[src/rtl/irq_arb_pkg.sv]
package irq_arb_pkg;
  localparam int DEF_NUM_DEV = 8;
  localparam int DEF_LVL_W   = 3;
endpackage

[src/rtl/irq_rst_sync.sv]
module irq_rst_sync (
  input  logic clk,
  input  logic rst_n,
  output logic rst_n_sync
);
  logic [1:0] sync_q;

  always_ff @(posedge clk or negedge rst_n) begin
    if (!rst_n) sync_q <= 2'b00;
    else        sync_q <= {sync_q[0], 1'b1};
  end

  assign rst_n_sync = sync_q[1];
endmodule

[src/rtl/irq_level_select.sv]
// Finds the most urgent pending device; lowest index wins a tie.
module irq_level_select #(
  parameter int NUM_DEV = 8,
  parameter int LVL_W   = 3,
  parameter int IDX_W   = $clog2(NUM_DEV)
) (
  input  logic [NUM_DEV-1:0]       req,
  input  logic [NUM_DEV*LVL_W-1:0] lvl_flat,
  output logic                     any,
  output logic [IDX_W-1:0]         best_idx,
  output logic [LVL_W-1:0]         best_lvl
);
  always_comb begin
    any      = 1'b0;
    best_idx = '0;
    best_lvl = '0;
    for (int i = 0; i < NUM_DEV; i++) begin
      if (req[i] && (!any || (lvl_flat[i*LVL_W +: LVL_W] > best_lvl))) begin
        any      = 1'b1;
        best_idx = IDX_W'(i);
        best_lvl = lvl_flat[i*LVL_W +: LVL_W];
      end
    end
  end
endmodule

[src/rtl/irq_level_gate.sv]
// Lets a winner through only when strictly above the running level.
module irq_level_gate #(
  parameter int LVL_W = 3
) (
  input  logic             any,
  input  logic [LVL_W-1:0] best_lvl,
  input  logic [LVL_W-1:0] cur_lvl,
  output logic             fire
);
  assign fire = any && (best_lvl > cur_lvl);
endmodule

[src/rtl/irq_level_arbiter.sv]
module irq_level_arbiter #(
  parameter int NUM_DEV = irq_arb_pkg::DEF_NUM_DEV,
  parameter int LVL_W   = irq_arb_pkg::DEF_LVL_W,
  localparam int IDX_W  = $clog2(NUM_DEV),
  localparam int CFG_W  = NUM_DEV * LVL_W
) (
  input  logic               clk,
  input  logic               rst_n,
  input  logic [NUM_DEV-1:0] req_i,
  input  logic [CFG_W-1:0]   dev_lvl_i,
  input  logic [LVL_W-1:0]   cur_lvl_i,
  input  logic               take_i,
  output logic               irq_o,
  output logic [IDX_W-1:0]   win_idx_o,
  output logic [LVL_W-1:0]   win_lvl_o,
  output logic               taken_vld_o,
  output logic [IDX_W-1:0]   taken_idx_o,
  output logic [LVL_W-1:0]   taken_lvl_o
);
  logic             rst_n_s;
  logic             sel_any;
  logic [IDX_W-1:0] sel_idx;
  logic [LVL_W-1:0] sel_lvl;
  logic             sel_fire;

  irq_rst_sync u_rst (
    .clk        (clk),
    .rst_n      (rst_n),
    .rst_n_sync (rst_n_s)
  );

  irq_level_select #(.NUM_DEV(NUM_DEV), .LVL_W(LVL_W), .IDX_W(IDX_W)) u_sel (
    .req      (req_i),
    .lvl_flat (dev_lvl_i),
    .any      (sel_any),
    .best_idx (sel_idx),
    .best_lvl (sel_lvl)
  );

  irq_level_gate #(.LVL_W(LVL_W)) u_gate (
    .any      (sel_any),
    .best_lvl (sel_lvl),
    .cur_lvl  (cur_lvl_i),
    .fire     (sel_fire)
  );

  // next-state
  logic             irq_d, tvld_d, tcap_en;
  logic [IDX_W-1:0] widx_d, tidx_d;
  logic [LVL_W-1:0] wlvl_d, tlvl_d;

  always_comb begin
    irq_d   = sel_fire;
    widx_d  = sel_idx;
    wlvl_d  = sel_lvl;
    tcap_en = take_i && irq_o;
    tvld_d  = tcap_en;
    tidx_d  = taken_idx_o;
    tlvl_d  = taken_lvl_o;
    if (tcap_en) begin
      tidx_d = win_idx_o;
      tlvl_d = win_lvl_o;
    end
  end

  // registers
  always_ff @(posedge clk or negedge rst_n_s) begin
    if (!rst_n_s) begin
      irq_o       <= 1'b0;
      win_idx_o   <= '0;
      win_lvl_o   <= '0;
      taken_vld_o <= 1'b0;
      taken_idx_o <= '0;
      taken_lvl_o <= '0;
    end else begin
      irq_o       <= irq_d;
      win_idx_o   <= widx_d;
      win_lvl_o   <= wlvl_d;
      taken_vld_o <= tvld_d;
      if (tcap_en) begin
        taken_idx_o <= tidx_d;
        taken_lvl_o <= tlvl_d;
      end
    end
  end
endmodule

[config.mk]
export PLATFORM = sky130hd
export DESIGN_NAME = irq_level_arbiter
export DESIGN_NICKNAME = d
export VERILOG_FILES = /design/src/rtl/irq_arb_pkg.sv /design/src/rtl/irq_rst_sync.sv /design/src/rtl/irq_level_select.sv /design/src/rtl/irq_level_gate.sv /design/src/rtl/irq_level_arbiter.sv
export SDC_FILE = /design/constraint.sdc
export NUM_CORES = 1
export LEC_CHECK = 0
export ABC_AREA = 1
export BUFFER_PORTS_ARGS = -buffer_cell sky130_fd_sc_hd__buf_2
export CAP_MARGIN = 20
export CORE_MARGIN = 4
export CORE_UTILIZATION = 51
export DETAILED_ROUTE_END_ITERATION = 10
export GPL_TIMING_DRIVEN = 0
export HOLD_SLACK_MARGIN = 0.1
export PLACE_DENSITY = 0.78
export SYNTH_ARGS = -nofsm -noshare
export SYNTH_HDL_FRONTEND = slang
export SYNTH_SLANG_ARGS = --single-unit
[constraint.sdc]
create_clock -name clk -period 0.8 [get_ports clk]
set_clock_uncertainty 0.1 [all_clocks]
set_input_delay 0.16 -clock clk [delete_from_list [all_inputs] [get_ports clk]]
set_output_delay 0.16 -clock clk [all_outputs]
set_load 0.02 [all_outputs]
==> results.txt, run 1 <==
Netlist cell types -> 21
synthesized instance count -> 227
asr flop ratio synth -> 100.0%
largest net degree at the start of global routing -> 15
CTS buffer count -> 3
Initial Utilization -> 54.44%
ys flop type -> dfrtp_1
Worst EP post-GRT repair -> irq_o$_DFF_PN0_/D
num rows -> 19
post-synthesis register bit count -> 16
Run Error -> [ERROR DPL-0038] Utilization greater than 100%, impossible to legalize
PortBufs -> 51
outcome -> stopped before the end
Placed Cells -> 309
Clock Path Buffers -> 2
Chip Height -> 62.96 um
synth warn -> 0
DP HPWL -> 2887 um
Die X -> 62.96 um
Net Count, Synth -> 288
sequential area share after synthesis -> 26.00%
Post-synth EDFFs -> 0
Failed at -> global routing (5_1_grt)
Synth Cell Area -> 0.001540 mm2
GP Congestion -> 0.7482
# IOs -> 52
CTS root buffer -> clkbuf_4
H-tree levels -> 1
worst ep type -> register data pin
CTS sink cnt -> 16
Syn Area/Cell -> 6.785 um2
-- cell families after synthesis --
family          synth area share (%)
buf+inv                        7.148
other cells                   0.2435
fa+ha+maj                      18.68
simple gates                   39.97
flops                          25.99
compound gates                 7.961
-- per-stage QoR --
stage	area [um2]	setup WS (ps)	hold WS, ps
floorplan	1705	-6131	-235.6
global placement	1999	-6935	-154.4
detailed placement	1999	-7005	-154.1
CTS	2744	-6158	-13.95
-- Yosys cell counts (5+ instances only) --
cell      n  area, um2
a21oi_1   7      35.03
dfrtp_1  16      400.4
ha_1     23      287.8
inv_1    27      101.4
nand2_1  85      319.1
nand2_2   8      50.05
nand3_1  24      120.1
nor2_1    5      18.77
o21ai_0   8      40.04
o21ai_1   5      25.02
-- what timing repair did --
item	CTS
hold buffers	1
endpoints found under the setup margin	28
buffers inserted	39
gates resized for setup	101
pin swaps	41
endpoints found under the hold margin	5
==> run 2: changes to the inputs <==
--- a/config.mk
+++ b/config.mk
@@ -9,11 +9,10 @@
 export BUFFER_PORTS_ARGS = -buffer_cell sky130_fd_sc_hd__buf_2
 export CAP_MARGIN = 20
 export CORE_MARGIN = 4
-export CORE_UTILIZATION = 51
+export CORE_UTILIZATION = 40
 export DETAILED_ROUTE_END_ITERATION = 10
 export GPL_TIMING_DRIVEN = 0
-export HOLD_SLACK_MARGIN = 0.1
-export PLACE_DENSITY = 0.78
+export PLACE_DENSITY_LB_ADDON = 0.15
 export SYNTH_ARGS = -nofsm -noshare
 export SYNTH_HDL_FRONTEND = slang
 export SYNTH_SLANG_ARGS = --single-unit
==> run 2 against run 1 <==
Net effect: synthesized cell count unchanged; the flow now finishes, with violations (setup timing); synthesized area stayed put.
==> results.txt, run 2 <==
clock power share -> 7.2%
violated checks -> setup timing
synthesized instance count -> 227
Routed WL -> 7734 um
initial antenna violation count -> 0
Peak VDD IR -> 1.534 mV
first-pass GRT wire length -> 10320 um
CTS buffer count -> 3
Pins Over Slew Limit -> 0
core area -> 0.003689 mm2
Chip Height -> 70.05 um
vias per cell -> 5.523
met3 wire length -> 478 um
detailed-router iteration count before antenna repair -> 6
Yosys top cell by area -> dfrtp_1
GRT overflow -> 0
most used cell, CP -> nand2_2
switching share of power -> 46.27%
H-tree levels -> 1
Initial Utilization -> 41.76%
post-route cell area -> 0.003292 mm2
layout cells sized above 1 -> 68.66%
minimum clock period -> 7598 ps
RSZ-0062 raised after global routing -> true
Critical Path End Type -> register
M1 wire length -> 2783 um
Switch Pwr -> 0.004561 W
Hold Path Class -> reg -> async
Inserted Diodes -> 0
Routed Antenna Nets -> 0
fin nets -> 429
sequential area share after synthesis -> 26.00%
worst setup margin -> -6798 ps
synth warn -> 0
# IOs -> 52
outcome -> finished, violations left
post-synth top area share -> 26.00%
P_int -> 0.005296 W
CP arrival -> 7640 ps
Synth area leaders -> dfrtp_1, nand2_1, ha_1
asr flop ratio synth -> 100.0%
Syn Area/Cell -> 6.785 um2
Filler cells -> 161
most common cell after layout, fill and taps aside -> buf_4
WS Path Type -> in -> reg
Die X -> 70.05 um
DP HPWL -> 2960 um
Routed wire per std cell -> 18.64 um
DIE AREA -> 0.004907 mm2
gr usage total -> 26.49%
Clk Latency, worst-skew pair -> 250 ps
Net Count, Synth -> 288
dominant cell by count in the synthesized netlist -> nand2_1
PortBufs -> 51
DR vias -> 2292
GP Congestion -> 0.8137
Logic pwr share -> 77.8%
power density over the cells -> 2994 mW/mm2
Synth Cell Area -> 0.001540 mm2
post-synthesis register bit count -> 16
Post-synth EDFFs -> 0
CTS tree -> built
DRC errors left -> 0
slowest stage delay, CP -> 300 ps
setup violators final -> 28
crit path max-delay cell type -> ha_1
Max Fanout on Critical Path -> 7
CP Launch Type -> primary input
max frequency -> 131.6 MHz
num rows -> 22
number of global-route vias before repair -> 2197
max-cap viol count -> 0
ys flop type -> dfrtp_1
WL met2 -> 3836 um
worst endpoint required time -> 840 ps
most frequent cells in the layout -> buf_4, nand2_1, buf_2
Final period util -> 949.7%
hold_ws -> 46.26 ps
iteration-0 DRC count of the detailed router -> 137
sequential share of power -> 15.0%
CTS sink cnt -> 16
clock slew at reported path FFs -> 60 ps
final hold violations -> 0
highest routed layer -> met4
CTS root buffer -> clkbuf_8
Area Overhead vs Synth -> 113.7%
Netlist cell types -> 21
Pleak -> 1.760 nW
largest net degree at the start of global routing -> 15
Clock Path Buffers -> 2
top cells by count, synth -> nand2_1, inv_1, nand3_1, ha_1, dfrtp_1
dpl cell area -> 0.002021 mm2
## run 2: cell counts after synthesis
No cell type changed its count.
## run 2: routing by layer
layer,up-vias,GRT usage [%]
met5,-,0
met4,0,15.11
met3,67,3.885
met2,148,49.84
met1,1056,27.52
li1,1021,-
## run 2: through the flow
step	worst slack, ps	setup TNS, ps	power (W)	utilization, %	instances
floorplan	-6131	-40720	0.004345	-	227
global placement	-7043	-46690	0.005254	54.78	326
detailed placement	-7157	-47560	0.005336	54.78	326
CTS	-6278	-45300	0.007963	80.05	401
global route	-7222	-52620	0.01036	89.25	415
finish	-6798	-49530	0.009857	89.25	415
## run 2: logic make-up (layout without fill, tap and decap cells)
group | Yosys count | in the layout | share of synthesized area (%)
AO/OA/AOI/OAI | 23 | 23 | 7.961
adder cells (fa/ha/maj) | 23 | 23 | 18.68
buffers and inverters | 29 | 169 | 7.148
flip-flops | 16 | 16 | 25.99
other | 1 | 1 | 0.2435
AND/OR/NAND/NOR | 135 | 135 | 39.97
## run 2: layout make-up
cell class                      instances  area [um2]  share of cell area [%]
Multi-Input combinational cell        182        1589                   48.27
Sequential cell                        16       401.6                   12.20
Timing Repair Buffer                  136        1060                   32.19
Clock buffer                            4       55.05                   1.672
Tap cell                               48       60.06                   1.824
Inverter                               29       126.4                   3.839
## run 2: path summary, 6_finish.rpt
kind                            startpoint              to  slack, ps  depth (start not counted)
max reg2reg                          irq_o  taken_lvl_o[1]       -140                          4
max                               req_i[0]           irq_o      -6800                         68
max in group asynchronous  u_rst.sync_q[1]    win_idx_o[1]        320                          0
min reg2reg                u_rst.sync_q[1]    win_idx_o[0]         50                          0
min                        u_rst.sync_q[1]    win_idx_o[0]         50                          0
min in group clk             dev_lvl_i[21]    win_lvl_o[0]         60                          3
## run 2: power by group through the flow
stage                     Clock, W  Sequential [W]  Combinational, W
after detailed placement         0         0.00135           0.00398
final                     0.000707         0.00148           0.00767
after CTS                 0.000713         0.00143           0.00582
after floorplan                  0         0.00177           0.00257
after global placement           0         0.00135           0.00390
after global routing      0.000753         0.00152           0.00808
## run 2: repair_timing
item	in CTS	in global routing
pin swaps	40	52
hold buffers	1	0
setup endpoints to repair	28	42
gates cloned	0	0
buffers inserted	70	14
hold endpoints to repair	2	0
gates resized for setup	92	53
## run 2: critical path, delay by kind of cell
family	cells	cell delay (ps)
AO/OA/AOI/OAI	9	960
adder cells (fa/ha/maj)	8	2140
buffers and inverters	9	750
AND/OR/NAND/NOR	42	3600
Power figures use the tool's default switching activity.
==> run 3: changes to the inputs <==
--- a/config.mk
+++ b/config.mk
@@ -8,11 +8,14 @@
 export ABC_AREA = 1
 export BUFFER_PORTS_ARGS = -buffer_cell sky130_fd_sc_hd__buf_2
 export CAP_MARGIN = 20
+export CELL_PAD_IN_SITES_DETAIL_PLACEMENT = 0
+export CELL_PAD_IN_SITES_GLOBAL_PLACEMENT = 1
 export CORE_MARGIN = 4
-export CORE_UTILIZATION = 40
+export CORE_UTILIZATION = 35
 export DETAILED_ROUTE_END_ITERATION = 10
 export GPL_TIMING_DRIVEN = 0
 export PLACE_DENSITY_LB_ADDON = 0.15
 export SYNTH_ARGS = -nofsm -noshare
 export SYNTH_HDL_FRONTEND = slang
 export SYNTH_SLANG_ARGS = --single-unit
+export TNS_END_PERCENT = 50
==> run 3 against run 2 <==
Net effect: the flow still finishes with violations (setup timing); register-to-register slack improved by 40 ps; count of clock-buffer cells in the layout did not move; maximum frequency rose by 4.3%; largest power group unchanged; clock power fell by 0.8%.
==> results.txt, run 3 (synthesis results as in run 2) <==
iteration-0 DRC count of the detailed router -> 43
max-cap viol count -> 0
Die X -> 74.34 um
Initial Utilization -> 37.43%
R2R depth -> 4
Clk Latency, worst-skew pair -> 250 ps
Buf+Inv Stages, Crit Path -> 7
gr usage total -> 15.60%
Filler cells -> 323
hold_ws -> 35.63 ps
Routed Antenna Nets -> 0
Max Fanout on Critical Path -> 7
Hold Path Class -> in -> reg
Worst R2R Setup Slack -> -100 ps
met3 wire length -> 166 um
FF-to-FF End -> taken_lvl_o[1]
setup violators final -> 28
Pins Over Slew Limit -> 0
Area Overhead vs Synth -> 88.30%
most used cell, CP -> nand2_2
GRT overflow -> 0
number of global-route vias before repair -> 1672
power density over the cells -> 2936 mW/mm2
Inserted Diodes -> 0
CP Launch Type -> primary input
CTS buffer count -> 3
Final period util -> 910.3%
CTS sink cnt -> 16
largest net degree at the start of global routing -> 15
Pleak -> 1.491 nW
WS Path Type -> in -> reg
GP Congestion -> 0.7608
Final Util -> 70.48%
crit path max-delay cell type -> ha_1
initial antenna violation count -> 0
core area -> 0.004115 mm2
DR vias -> 1741
WL met2 -> 2353 um
vias per cell -> 4.718
CP arrival -> 7370 ps
DIE AREA -> 0.005526 mm2
CP delay by family, top -> simple AND/OR/NAND/NOR gates
worst setup margin -> -6483 ps
highest routed layer -> met4
PortBufs -> 51
DRC errors left -> 0
total negative slack -> -46610 ps
minimum clock period -> 7283 ps
Worst Setup Slack post-DPL -> -7085 ps
H-tree levels -> 1
num rows -> 23
max frequency -> 137.3 MHz
RSZ-0062 raised after global routing -> true
Routed WL -> 4544 um
Routed wire per std cell -> 12.31 um
violated checks -> setup timing
fin nets -> 381
layout cells sized above 1 -> 62.70%
hold endpoint -> win_lvl_o[0]
# IOs -> 52
most frequent cells in the layout -> nand2_1, buf_2, buf_4
Hold Path Depth -> 3
hold path start -> dev_lvl_i[21]
CTS root buffer -> clkbuf_8
detailed-router iteration count before antenna repair -> 5
CTS tree -> built
Chip Height -> 74.34 um
worst r2r src -> irq_o
DP HPWL -> 3027 um
most common cell after layout, fill and taps aside -> nand2_1
worst endpoint required time -> 890 ps
outcome -> finished, violations left
clock slew at reported path FFs -> 60 ps
slowest stage delay, CP -> 290 ps
Clock Path Buffers -> 2
Critical Path End Type -> register
M1 wire length -> 1938 um
final hold violations -> 0
first-pass GRT wire length -> 6913 um
Peak VDD IR -> 1.346 mV
## run 3: report_power, final
part / internal (W) / switching [W] / total [W] / leakage, nW
combinational: 0.00315 / 0.00321 / 0.00636 / 1.27
clock: 0.000436 / 0.000265 / 0.000701 / 0.0288
sequential: 0.00117 / 0.000285 / 0.00145 / 0.191
## run 3: timing repair
item,4_1_cts,5_1_grt
hold endpoints to repair,2,0
resized for setup,51,76
setup buffers,24,12
hold buffers,1,0
setup endpoints to repair,28,42
pin swaps,38,62
## run 3: layout make-up
| cell class | count | area, um2 | area share, % |
|---|---|---|---|
| tap | 50 | 62.56 | 2.157 |
| clock buffer | 4 | 55.05 | 1.898 |
| sequential | 16 | 401.6 | 13.85 |
| timing repair buffer | 88 | 669.4 | 23.08 |
| multi-input combinational | 182 | 1593 | 54.92 |
| inverter | 29 | 118.9 | 4.098 |
## run 3: tightest hold or removal path: cells and delay by family
kind	cells	cell delay [ps]
buf+inv	1	100
simple gates	2	90
## run 3: metal layers
metal / vias up / GRT usage [%]
li1: 917 / -
met1: 777 / 19.77
met2: 37 / 27.07
met3: 10 / 2.568
met4: 0 / 4.941
met5: - / 0
## run 3: stage by stage
stage                     instances  total power (W)  instance area (um2)
after detailed placement        328         0.005313                 2021
after CTS                       357         0.006917                 2470
final                           369         0.008515                 2900
after floorplan                 227         0.004339                 1703
after global routing            369         0.009278                 2900
after global placement          328         0.005279                 2021
## run 3: worst max-delay path by stage
stage	from	endpoint	slack, ps	cells past startpoint
6_report	req_i[0]	irq_o	-6480	68
5_1_grt	dev_lvl_i[0]	irq_o	-6940	69
4_1_cts	req_i[0]	irq_o	-6250	68
3_5_place_dp	req_i[0]	irq_o	-7080	68
3_3_place_gp	req_i[0]	irq_o	-7090	68
2_1_floorplan	dev_lvl_i[2]	irq_o	-6130	67
==> run 4: changes to the inputs <==
--- a/config.mk
+++ b/config.mk
@@ -14,7 +14,8 @@
 export CORE_UTILIZATION = 35
 export DETAILED_ROUTE_END_ITERATION = 10
 export GPL_TIMING_DRIVEN = 0
-export PLACE_DENSITY_LB_ADDON = 0.15
+export PLACE_DENSITY_LB_ADDON = 0.1
+export SETUP_SLACK_MARGIN = 0.3
 export SYNTH_ARGS = -nofsm -noshare
 export SYNTH_HDL_FRONTEND = slang
 export SYNTH_SLANG_ARGS = --single-unit
==> run 4 against run 3 <==
Net effect: the flow still finishes with violations (setup timing); core utilization is 1.7 points lower; critical path type unchanged; critical endpoint unchanged; cell count increased by 0.54%; maximum frequency increased by 3.0%; die area did not move.
==> results.txt, run 4 (synthesis results as in run 2) <==
outcome -> finished, violations left
violated checks -> setup timing
GP Congestion -> 0.8282
initial antenna violation count -> 0
final hold violations -> 0
Hold Path Depth -> 3
num rows -> 23
worst r2r src -> win_lvl_o[2]
Worst R2R Setup Slack -> -150 ps
Chip Height -> 74.34 um
CTS root buffer -> clkbuf_8
worst setup margin -> -6271 ps
max-cap viol count -> 0
fin nets -> 383
detailed-router iteration count before antenna repair -> 4
minimum clock period -> 7071 ps
WS Path Type -> in -> reg
first-pass GRT wire length -> 6879 um
R2R depth -> 4
max frequency -> 141.4 MHz
Pleak -> 1.495 nW
Routed wire per std cell -> 11.43 um
CTS buffer count -> 3
FF-to-FF End -> taken_lvl_o[2]
Area Overhead vs Synth -> 83.83%
GRT overflow -> 0
clock slew at reported path FFs -> 60 ps
number of global-route vias before repair -> 1604
crit path max-delay cell type -> ha_1
most common cell after layout, fill and taps aside -> nand2_1
Critical Path End Type -> register
Die X -> 74.34 um
vias per cell -> 4.674
worst endpoint required time -> 840 ps
DRC errors left -> 0
setup violators final -> 28
Routed WL -> 4240 um
core area -> 0.004115 mm2
Clk Latency, worst-skew pair -> 250 ps
CTS sink cnt -> 16
Clock Path Buffers -> 2
CP Launch Point -> req_i[0]
hold path start -> dev_lvl_i[21]
Initial Utilization -> 37.43%
CP arrival -> 7110 ps
RSZ-0062 raised after global routing -> true
DIE AREA -> 0.005526 mm2
PortBufs -> 51
DR vias -> 1734
largest net degree at the start of global routing -> 15
gr usage total -> 15.51%
DP HPWL -> 2989 um
iteration-0 DRC count of the detailed router -> 52
power density over the cells -> 2912 mW/mm2
CTS tree -> built
H-tree levels -> 1
Worst Setup Slack post-DPL -> -7113 ps
slowest stage delay, CP -> 290 ps
Hold Path Class -> in -> reg
layout cells sized above 1 -> 61.68%
# IOs -> 52
Final period util -> 883.8%
Peak VDD IR -> 1.216 mV
CP Launch Type -> primary input
total negative slack -> -46450 ps
Routed Antenna Nets -> 0
most frequent cells in the layout -> nand2_1, buf_2, buf_4
Pins Over Slew Limit -> 0
Inserted Diodes -> 0
hold endpoint -> win_lvl_o[0]
Max Fanout on Critical Path -> 7
run 4: cell types whose count changed in the layout (fill, tap and decap cells not counted), sizes merged:
cell and change:
buf +2
run 4: stage by stage:
step	total power (W)	area, um2	cells	utilization, %	hold slack (ps)
finish	0.008246	2831	371	68.81	41.02
global route	0.009016	2831	371	68.81	61.28
CTS	0.007351	2572	360	62.51	29.95
detailed placement	0.005345	2031	328	49.35	-152.9
global placement	0.005330	2031	328	49.35	-154.4
floorplan	0.004376	1713	227	-	-235.6
run 4: worst max-delay path by stage:
stage / depth (start not counted) / to
after floorplan: 67 / irq_o
after global placement: 67 / irq_o
after detailed placement: 67 / irq_o
after CTS: 68 / irq_o
after global routing: 68 / irq_o
final: 68 / irq_o
run 4: timing repair:
action | CTS | global route
setup endpoints to repair | 43 | 43
endpoints found under the hold margin | 2 | 0
hold buffers | 1 | 0
gates resized for setup | 76 | 37
pin swaps | 36 | 20
buffers inserted | 27 | 11
run 4: power breakdown:
part           internal (W)  total, W  switching [W]
Sequential          0.00119   0.00146       0.000266
Combinational       0.00306   0.00609        0.00303
Clock              0.000436  0.000697       0.000261
Total               0.00469   0.00825        0.00356
run 4: layout make-up:
class / count / area [um2]
Tap cell: 50 / 62.56
Multi-Input combinational cell: 182 / 1496
Clock buffer: 4 / 55.05
Inverter: 29 / 117.6
Timing Repair Buffer: 90 / 688.2
Fill cell: 338 / 1284
Sequential cell: 16 / 411.6
run 4: critical path, delay by kind of cell:
kind / cells / cell delay [ps]
compound gates: 13 / 1210
simple gates: 41 / 3320
buf+inv: 6 / 400
fa+ha+maj: 8 / 2000
run 4: layer usage:
metal  track usage (%)  vias up  routed length, um
met2             26.28       41               2082
met3             2.297        8                233
met4             4.150        0                 74
met1             20.62      769               1848
li1                  -      916                  -
met5                 0        -                  0
